## config.mk

```make
export PLATFORM = sky130hd
export DESIGN_NAME = dbg_seq_top
export DESIGN_NICKNAME = d
export VERILOG_FILES = /design/src/rtl/dbg_seq_pkg.sv /design/src/rtl/dbg_match_qual.sv /design/src/rtl/dbg_prio_sel.sv /design/src/rtl/dbg_seq_fsm.sv /design/src/rtl/dbg_seq_top.sv
export SDC_FILE = /design/constraint.sdc
export NUM_CORES = 1
export LEC_CHECK = 0
export BUFFER_PORTS_ARGS = -buffer_cell sky130_fd_sc_hd__buf_4
export CAP_MARGIN = 0
export CORE_MARGIN = 2
export CORE_UTILIZATION = 38
export DETAILED_ROUTE_END_ITERATION = 6
export PLACE_DENSITY = 0.86
export SYNTH_ARGS = -nofsm -noshare
export SYNTH_HDL_FRONTEND = slang
export SYNTH_SLANG_ARGS = --single-unit
```

## constraint.sdc

```tcl
create_clock -name clk -period 2.1 [get_ports clk]
set_input_delay 0.105 -clock clk [delete_from_list [all_inputs] [get_ports clk]]
set_output_delay 0.105 -clock clk [all_outputs]
set_load 0.02 [all_outputs]
```

## src/rtl/dbg_seq_pkg.sv

```systemverilog
// Shared types for the debug trigger sequencer.
// Assumes a 2-bit state code where the highest code is the terminal state.
package dbg_seq_pkg;
    localparam int SEQ_STATE_W     = 2;
    localparam int SEQ_LIVE_STATES = 3;

    typedef enum logic [SEQ_STATE_W-1:0] {
        SEQ_S1    = 2'd0,
        SEQ_S2    = 2'd1,
        SEQ_S3    = 2'd2,
        SEQ_FINAL = 2'd3
    } seq_state_e;
endpackage

```

## src/rtl/dbg_match_qual.sv

```systemverilog
// Holds comparator hits until their release strobe arrives.
// A tagged comparator releases on op_exec and a forced one on insn_bnd.
// A hit is only ever released by a strobe strictly later than the hit.
// Assumes clr and armed come from registered sequencer state.
module dbg_match_qual #(
    parameter int N = 3
) (
    input  logic         clk,
    input  logic         rst_n,
    input  logic [N-1:0] hit,
    input  logic [N-1:0] tag_sel,
    input  logic         insn_bnd,
    input  logic         op_exec,
    input  logic         armed,
    input  logic         clr,
    output logic [N-1:0] eff
);
    logic [N-1:0] pend_q;
    logic [N-1:0] release_now;

    // Pick the release strobe for each comparator.
    for (genvar k = 0; k < N; k++) begin : g_rel
        assign release_now[k] = tag_sel[k] ? op_exec : insn_bnd;
    end

    assign eff = pend_q & release_now;

    // Keep held hits, consume released ones, add new ones while armed.
    always_ff @(posedge clk) begin
        if (!rst_n) begin
            pend_q <= '0;
        end else if (clr) begin
            pend_q <= '0;
        end else if (armed) begin
            pend_q <= (pend_q & ~release_now) | hit;
        end
    end
endmodule

```

## src/rtl/dbg_prio_sel.sv

```systemverilog
// Fixed-priority pick among acting comparators; the lowest index wins.
// Pure combinational logic, with no assumption on how many bits are set.
module dbg_prio_sel #(
    parameter int N  = 3,
    parameter int IW = (N > 1) ? $clog2(N) : 1
) (
    input  logic [N-1:0]  eff,
    output logic          any,
    output logic [IW-1:0] idx
);
    // Scan from high to low so that the lowest set index wins.
    always_comb begin
        any = |eff;
        idx = '0;
        for (int k = N - 1; k >= 0; k--) begin
            if (eff[k]) idx = IW'(k);
        end
    end
endmodule

```

## src/rtl/dbg_seq_fsm.sv

```systemverilog
// Sequencer state, arm bit, table lookup and terminal-state action pulses.
// Priority: arm write, then terminal exit, then software trigger, then a hit.
// Assumes hit_any and hit_idx come from the hit qualifier of the same cycle.
module dbg_seq_fsm
    import dbg_seq_pkg::*;
#(
    parameter int N  = 3,
    parameter int IW = (N > 1) ? $clog2(N) : 1,
    parameter int TW = SEQ_LIVE_STATES * N * SEQ_STATE_W
) (
    input  logic                   clk,
    input  logic                   rst_n,
    input  logic                   arm_wr,
    input  logic                   arm_wdata,
    input  logic                   trig_sw,
    input  logic                   hit_any,
    input  logic [IW-1:0]          hit_idx,
    input  logic [TW-1:0]          cfg_next,
    input  logic                   cfg_trace_en,
    input  logic                   cfg_brk_en,
    input  logic                   cfg_brk_kind,
    output logic [SEQ_STATE_W-1:0] state,
    output logic                   armed,
    output logic                   clr_pend,
    output logic                   trace_trig,
    output logic                   brk_req,
    output logic                   brk_kind
);
    logic [SEQ_LIVE_STATES-1:0][N-1:0][SEQ_STATE_W-1:0] tbl;
    seq_state_e                st_q, st_n;
    logic                      armed_q, armed_n;
    logic                      fire;
    logic [SEQ_STATE_W-1:0]    route;
    logic                      trace_q, brk_q, kind_q;

    assign tbl = cfg_next;

    // Look up the table entry for the current state and winning comparator.
    always_comb begin
        route = '0;
        for (int s = 0; s < SEQ_LIVE_STATES; s++) begin
            for (int k = 0; k < N; k++) begin
                if (int'(st_q) == s && int'(hit_idx) == k) route = tbl[s][k];
            end
        end
    end

    // Next state, arm bit, hit clear and the terminal-state fire decision.
    always_comb begin
        st_n     = st_q;
        armed_n  = armed_q;
        fire     = 1'b0;
        clr_pend = 1'b0;
        if (arm_wr) begin
            armed_n  = arm_wdata;
            st_n     = SEQ_S1;
            clr_pend = 1'b1;
        end else if (armed_q) begin
            if (st_q == SEQ_FINAL) begin
                st_n     = SEQ_S1;
                armed_n  = 1'b0;
                clr_pend = 1'b1;
            end else if (trig_sw) begin
                st_n = SEQ_FINAL;
                fire = 1'b1;
            end else if (hit_any) begin
                st_n = seq_state_e'(route);
                fire = (route == SEQ_FINAL);
            end
        end
    end

    // Register the state, the arm bit and the action outputs.
    always_ff @(posedge clk) begin
        if (!rst_n) begin
            st_q    <= SEQ_S1;
            armed_q <= 1'b0;
            trace_q <= 1'b0;
            brk_q   <= 1'b0;
            kind_q  <= 1'b0;
        end else begin
            st_q    <= st_n;
            armed_q <= armed_n;
            trace_q <= fire & cfg_trace_en;
            brk_q   <= fire & cfg_brk_en;
            if (fire) kind_q <= cfg_brk_kind;
        end
    end

    assign state      = st_q;
    assign armed      = armed_q;
    assign trace_trig = trace_q;
    assign brk_req    = brk_q;
    assign brk_kind   = kind_q;
endmodule

```

## src/rtl/dbg_seq_top.sv

```systemverilog
// Top of the debug trigger sequencer: hit qualifier, priority pick, state machine.
// Assumes comparator hits are single-cycle pulses synchronous to clk.
module dbg_seq_top
    import dbg_seq_pkg::*;
#(
    parameter int NUM_CMP = 3
) (
    input  logic                                          clk,
    input  logic                                          rst_n,
    input  logic                                          arm_wr,
    input  logic                                          arm_wdata,
    input  logic                                          trig_sw,
    input  logic [NUM_CMP-1:0]                            cmp_hit,
    input  logic [NUM_CMP-1:0]                            cfg_tag,
    input  logic                                          insn_bnd,
    input  logic                                          op_exec,
    input  logic [SEQ_LIVE_STATES*NUM_CMP*SEQ_STATE_W-1:0] cfg_next,
    input  logic                                          cfg_trace_en,
    input  logic                                          cfg_brk_en,
    input  logic                                          cfg_brk_kind,
    output logic [SEQ_STATE_W-1:0]                        seq_state,
    output logic                                          seq_armed,
    output logic                                          trace_trig,
    output logic                                          brk_req,
    output logic                                          brk_kind
);
    localparam int IW = (NUM_CMP > 1) ? $clog2(NUM_CMP) : 1;
    localparam int TW = SEQ_LIVE_STATES * NUM_CMP * SEQ_STATE_W;

    logic [NUM_CMP-1:0] eff;
    logic               hit_any;
    logic [IW-1:0]      hit_idx;
    logic               clr_pend;

    dbg_match_qual #(.N(NUM_CMP)) u_qual (
        .clk      (clk),
        .rst_n    (rst_n),
        .hit      (cmp_hit),
        .tag_sel  (cfg_tag),
        .insn_bnd (insn_bnd),
        .op_exec  (op_exec),
        .armed    (seq_armed),
        .clr      (clr_pend),
        .eff      (eff)
    );

    dbg_prio_sel #(.N(NUM_CMP), .IW(IW)) u_prio (
        .eff (eff),
        .any (hit_any),
        .idx (hit_idx)
    );

    dbg_seq_fsm #(.N(NUM_CMP), .IW(IW), .TW(TW)) u_fsm (
        .clk          (clk),
        .rst_n        (rst_n),
        .arm_wr       (arm_wr),
        .arm_wdata    (arm_wdata),
        .trig_sw      (trig_sw),
        .hit_any      (hit_any),
        .hit_idx      (hit_idx),
        .cfg_next     (cfg_next),
        .cfg_trace_en (cfg_trace_en),
        .cfg_brk_en   (cfg_brk_en),
        .cfg_brk_kind (cfg_brk_kind),
        .state        (seq_state),
        .armed        (seq_armed),
        .clr_pend     (clr_pend),
        .trace_trig   (trace_trig),
        .brk_req      (brk_req),
        .brk_kind     (brk_kind)
    );
endmodule

```

==> impl_metrics.toml <==
[sta]
layout_min_cycle_time_ns = 2.01
fin_crit_sh = 0.957
rsz0062_at_grt = "no"
slew_headroom = 0.773
fmax_mhz = 498
setup_viol_count_final = 0
drv_slew = 0
max_slew.worst_pin.slew_ns = 0.340
fin_skew_ns = 0.000597
fin_tns_setup_ns = 0
hold_violations = 0

[floorplanning]
start_util = 0.401
die_y_um = 46.4
pin_count = 40
core_region_area_um2 = 1710
core.rowCount = 15
die-area_um2 = 2160
die_w_um = 46.4

[critical_path]
arrival_ns = 2.17
cp.depth = 7
cp_slowest_cell = "dfxtp_2"
cp_num_buf_inv = 1
critPathLaunchType = "flop"
crit_fanout = 4
cpLargestDelayFamily = "multiplexers"
timing_worst_setup_path_type = "flop to flop"
r2r_cells = 7
cp-end-kind = "flop"
cp_common_cell = "mux2_2"
required_ns = 2.26
crit_path_max_incr_delay_ns = 0.35
path_cells = "inv_1 -> o211ai_4 -> mux2_2 -> mux2_2 -> a211oi_2 -> nor2_1 -> and4_1"

[clocking]
cts_root_buffer = "clkbuf_4"
cts_max_path_buffers = 2
cts_tree = "yes"
cts-hold-fix-buffers = 0
cts_buffers = 3
clkTransAtPathRegs_ns = 0.06
clk-insertion-delay-late_ns = 0.27
htreeDepth = 1
cts.sinks = 9

[logic_synthesis]
syn_area_um2 = 684
synth_seq_area_share = 0.263
synthArstFlopShare = 0
yosys_warnings = 0
yosys.area.top_type = "dfxtp_1"
yosysUniqueCellTypes = 30
synth_top_cell_area_share = 0.263
synth_enable_flop_cells = 0
syn_avg_cell_area_um2 = 8.66
syn-num-nets = 113
ys.flop_type = "dfxtp_1"
synthCells = 79
synth_seq_cells = 9
synth.area.top_cells = "dfxtp_1 26%, mux2_2 8.2%, mux2i_1 7.3%, a22oi_1 4.4%, inv_1 4.4%"

[routing]
avgRoutedWirePerCell_um = 14.4
firstDrtPassIters = 4
antenna_left = 0
drt_iter0_drc = 21
vias_per_cell = 5.53
vias = 813
drc = 0
wl_mm = 2.11

[power]
power.total_uw = 432
power_density_nw_per_um2 = 416
peakVddDrop_uv = 261
p_leak_uw = 0.000462

[layout]
layout_common_cells = "40 x buf_4, 8 x inv_1, 8 x nor2_1, 8 x dfxtp_1, 6 x nand2_1"
final_common_cell = "buf_4"
syn_to_final_growth_pct = 51.9
insertedDiodeCount = 0
drive_gt1_frac = 0.459
design_area_um2 = 1040
num-nets-final = 157
layout.core_utilization = 0.609

[job]
maxCapViolCount = 0

[global_route]
grt_max_degree = 11
grt-ovfl-total = 0
grt_pass1_wl_mm = 2.95
grt_pass1_vias = 731
grt.total_usage = 0.197
antenna_found_initial = 0

[placement]
gp_congestion = 0.838
dpl_cell_area_um2 = 1010
io_buffers = 39
dp_hpwl_mm = 1.67

[worst_hold_path]
holdPathStages = 3
hold_class = "input port to flop"

[status]
status = "completed"
==> cell usage after synthesis (2+ instances only) <==
master / n
a211oi_1: 3
a21oi_1: 5
a22oi_1: 4
and4_1: 2
and4bb_2: 2
dfxtp_1: 9
inv_1: 8
mux2_2: 5
mux2i_1: 5
nand2_1: 6
nor2_1: 8
nor2b_1: 2
o221ai_1: 2
o31ai_1: 2
==> cell families (layout without fill, tap and decap cells) <==
kind of cell,after synthesis,in the layout,share of synthesized area
flip-flops,9,9,0.263
multiplexers,10,10,0.155
AO/OA/AOI/OAI,27,27,0.335
buffers and inverters,9,52,0.0494
AND/OR/NAND/NOR,24,24,0.197
==> metrics by stage <==
stage / setup WS, ns / cells / hold WS (ns)
2_1_floorplan: 0.124 / 79 / 0.244
3_3_place_gp: 0.112 / 143 / 0.341
3_5_place_dp: 0.0520 / 143 / 0.353
4_1_cts: 0.0592 / 147 / 0.0760
5_1_grt: 0.00657 / 147 / 0.101
6_report: 0.0912 / 147 / 0.0762
==> registers in the layout, indices dropped and copies added, names as in the netlist <==
name              cells
u_fsm.trace_trig      1
u_fsm.state           2
u_qual.pend_q         3
u_fsm.brk_req         1
u_fsm.armed           1
u_fsm.brk_kind        1
==> worst register-to-register path, delay by kind of cell, from the launching register on <==
kind	cells	cell delay (ns)
multiplexers	2	0.62
AO/OA/AOI/OAI	2	0.52
flip-flops	1	0.35
AND/OR/NAND/NOR	2	0.32
buffers and inverters	1	0.08
==> path summary, 6_finish.rpt <==
path	start	to	slack, ns
setup / recovery	u_qual.pend_q[0]$_SDFFE_PP0P_	u_fsm.brk_req$_SDFF_PN0_	0.09
hold / removal	cmp_hit[1]	u_qual.pend_q[1]$_SDFFE_PP0P_	0.08
setup reg to reg	u_qual.pend_q[0]$_SDFFE_PP0P_	u_fsm.brk_req$_SDFF_PN0_	0.09
hold reg to reg	u_fsm.brk_kind$_SDFFE_PN0P_	u_fsm.brk_kind$_SDFFE_PN0P_	0.51
==> power by group <==
| part | internal (µW) | switching, µW |
|---|---|---|
| clock network | 73.5 | 64.0 |
| logic | 67.6 | 47.1 |
| registers | 174 | 6.10 |
==> metal layers <==
layer | part of all wire | GRT usage
met2 | 0.50 | 0.369
met3 | 0.079 | 0.0157
met1 | 0.39 | 0.193
met4 | 0.032 | 0.154
met5 | 0 | 0
==> cell type report <==
type                            count  area [µm²]
Multi-Input combinational cell     61         470
Tap cell                           25        31.3
Fill cell                         136         668
Sequential cell                     9         181
Inverter                            8        30.0
Clock buffer                        4        26.3
Timing Repair Buffer               40         300
==> repair_timing <==
action                                  in CTS  in global routing
resized for setup                            0                  1
buffers inserted                             0                  0
endpoints found under the setup margin       0                  3
(Power assumes the default switching activity.)
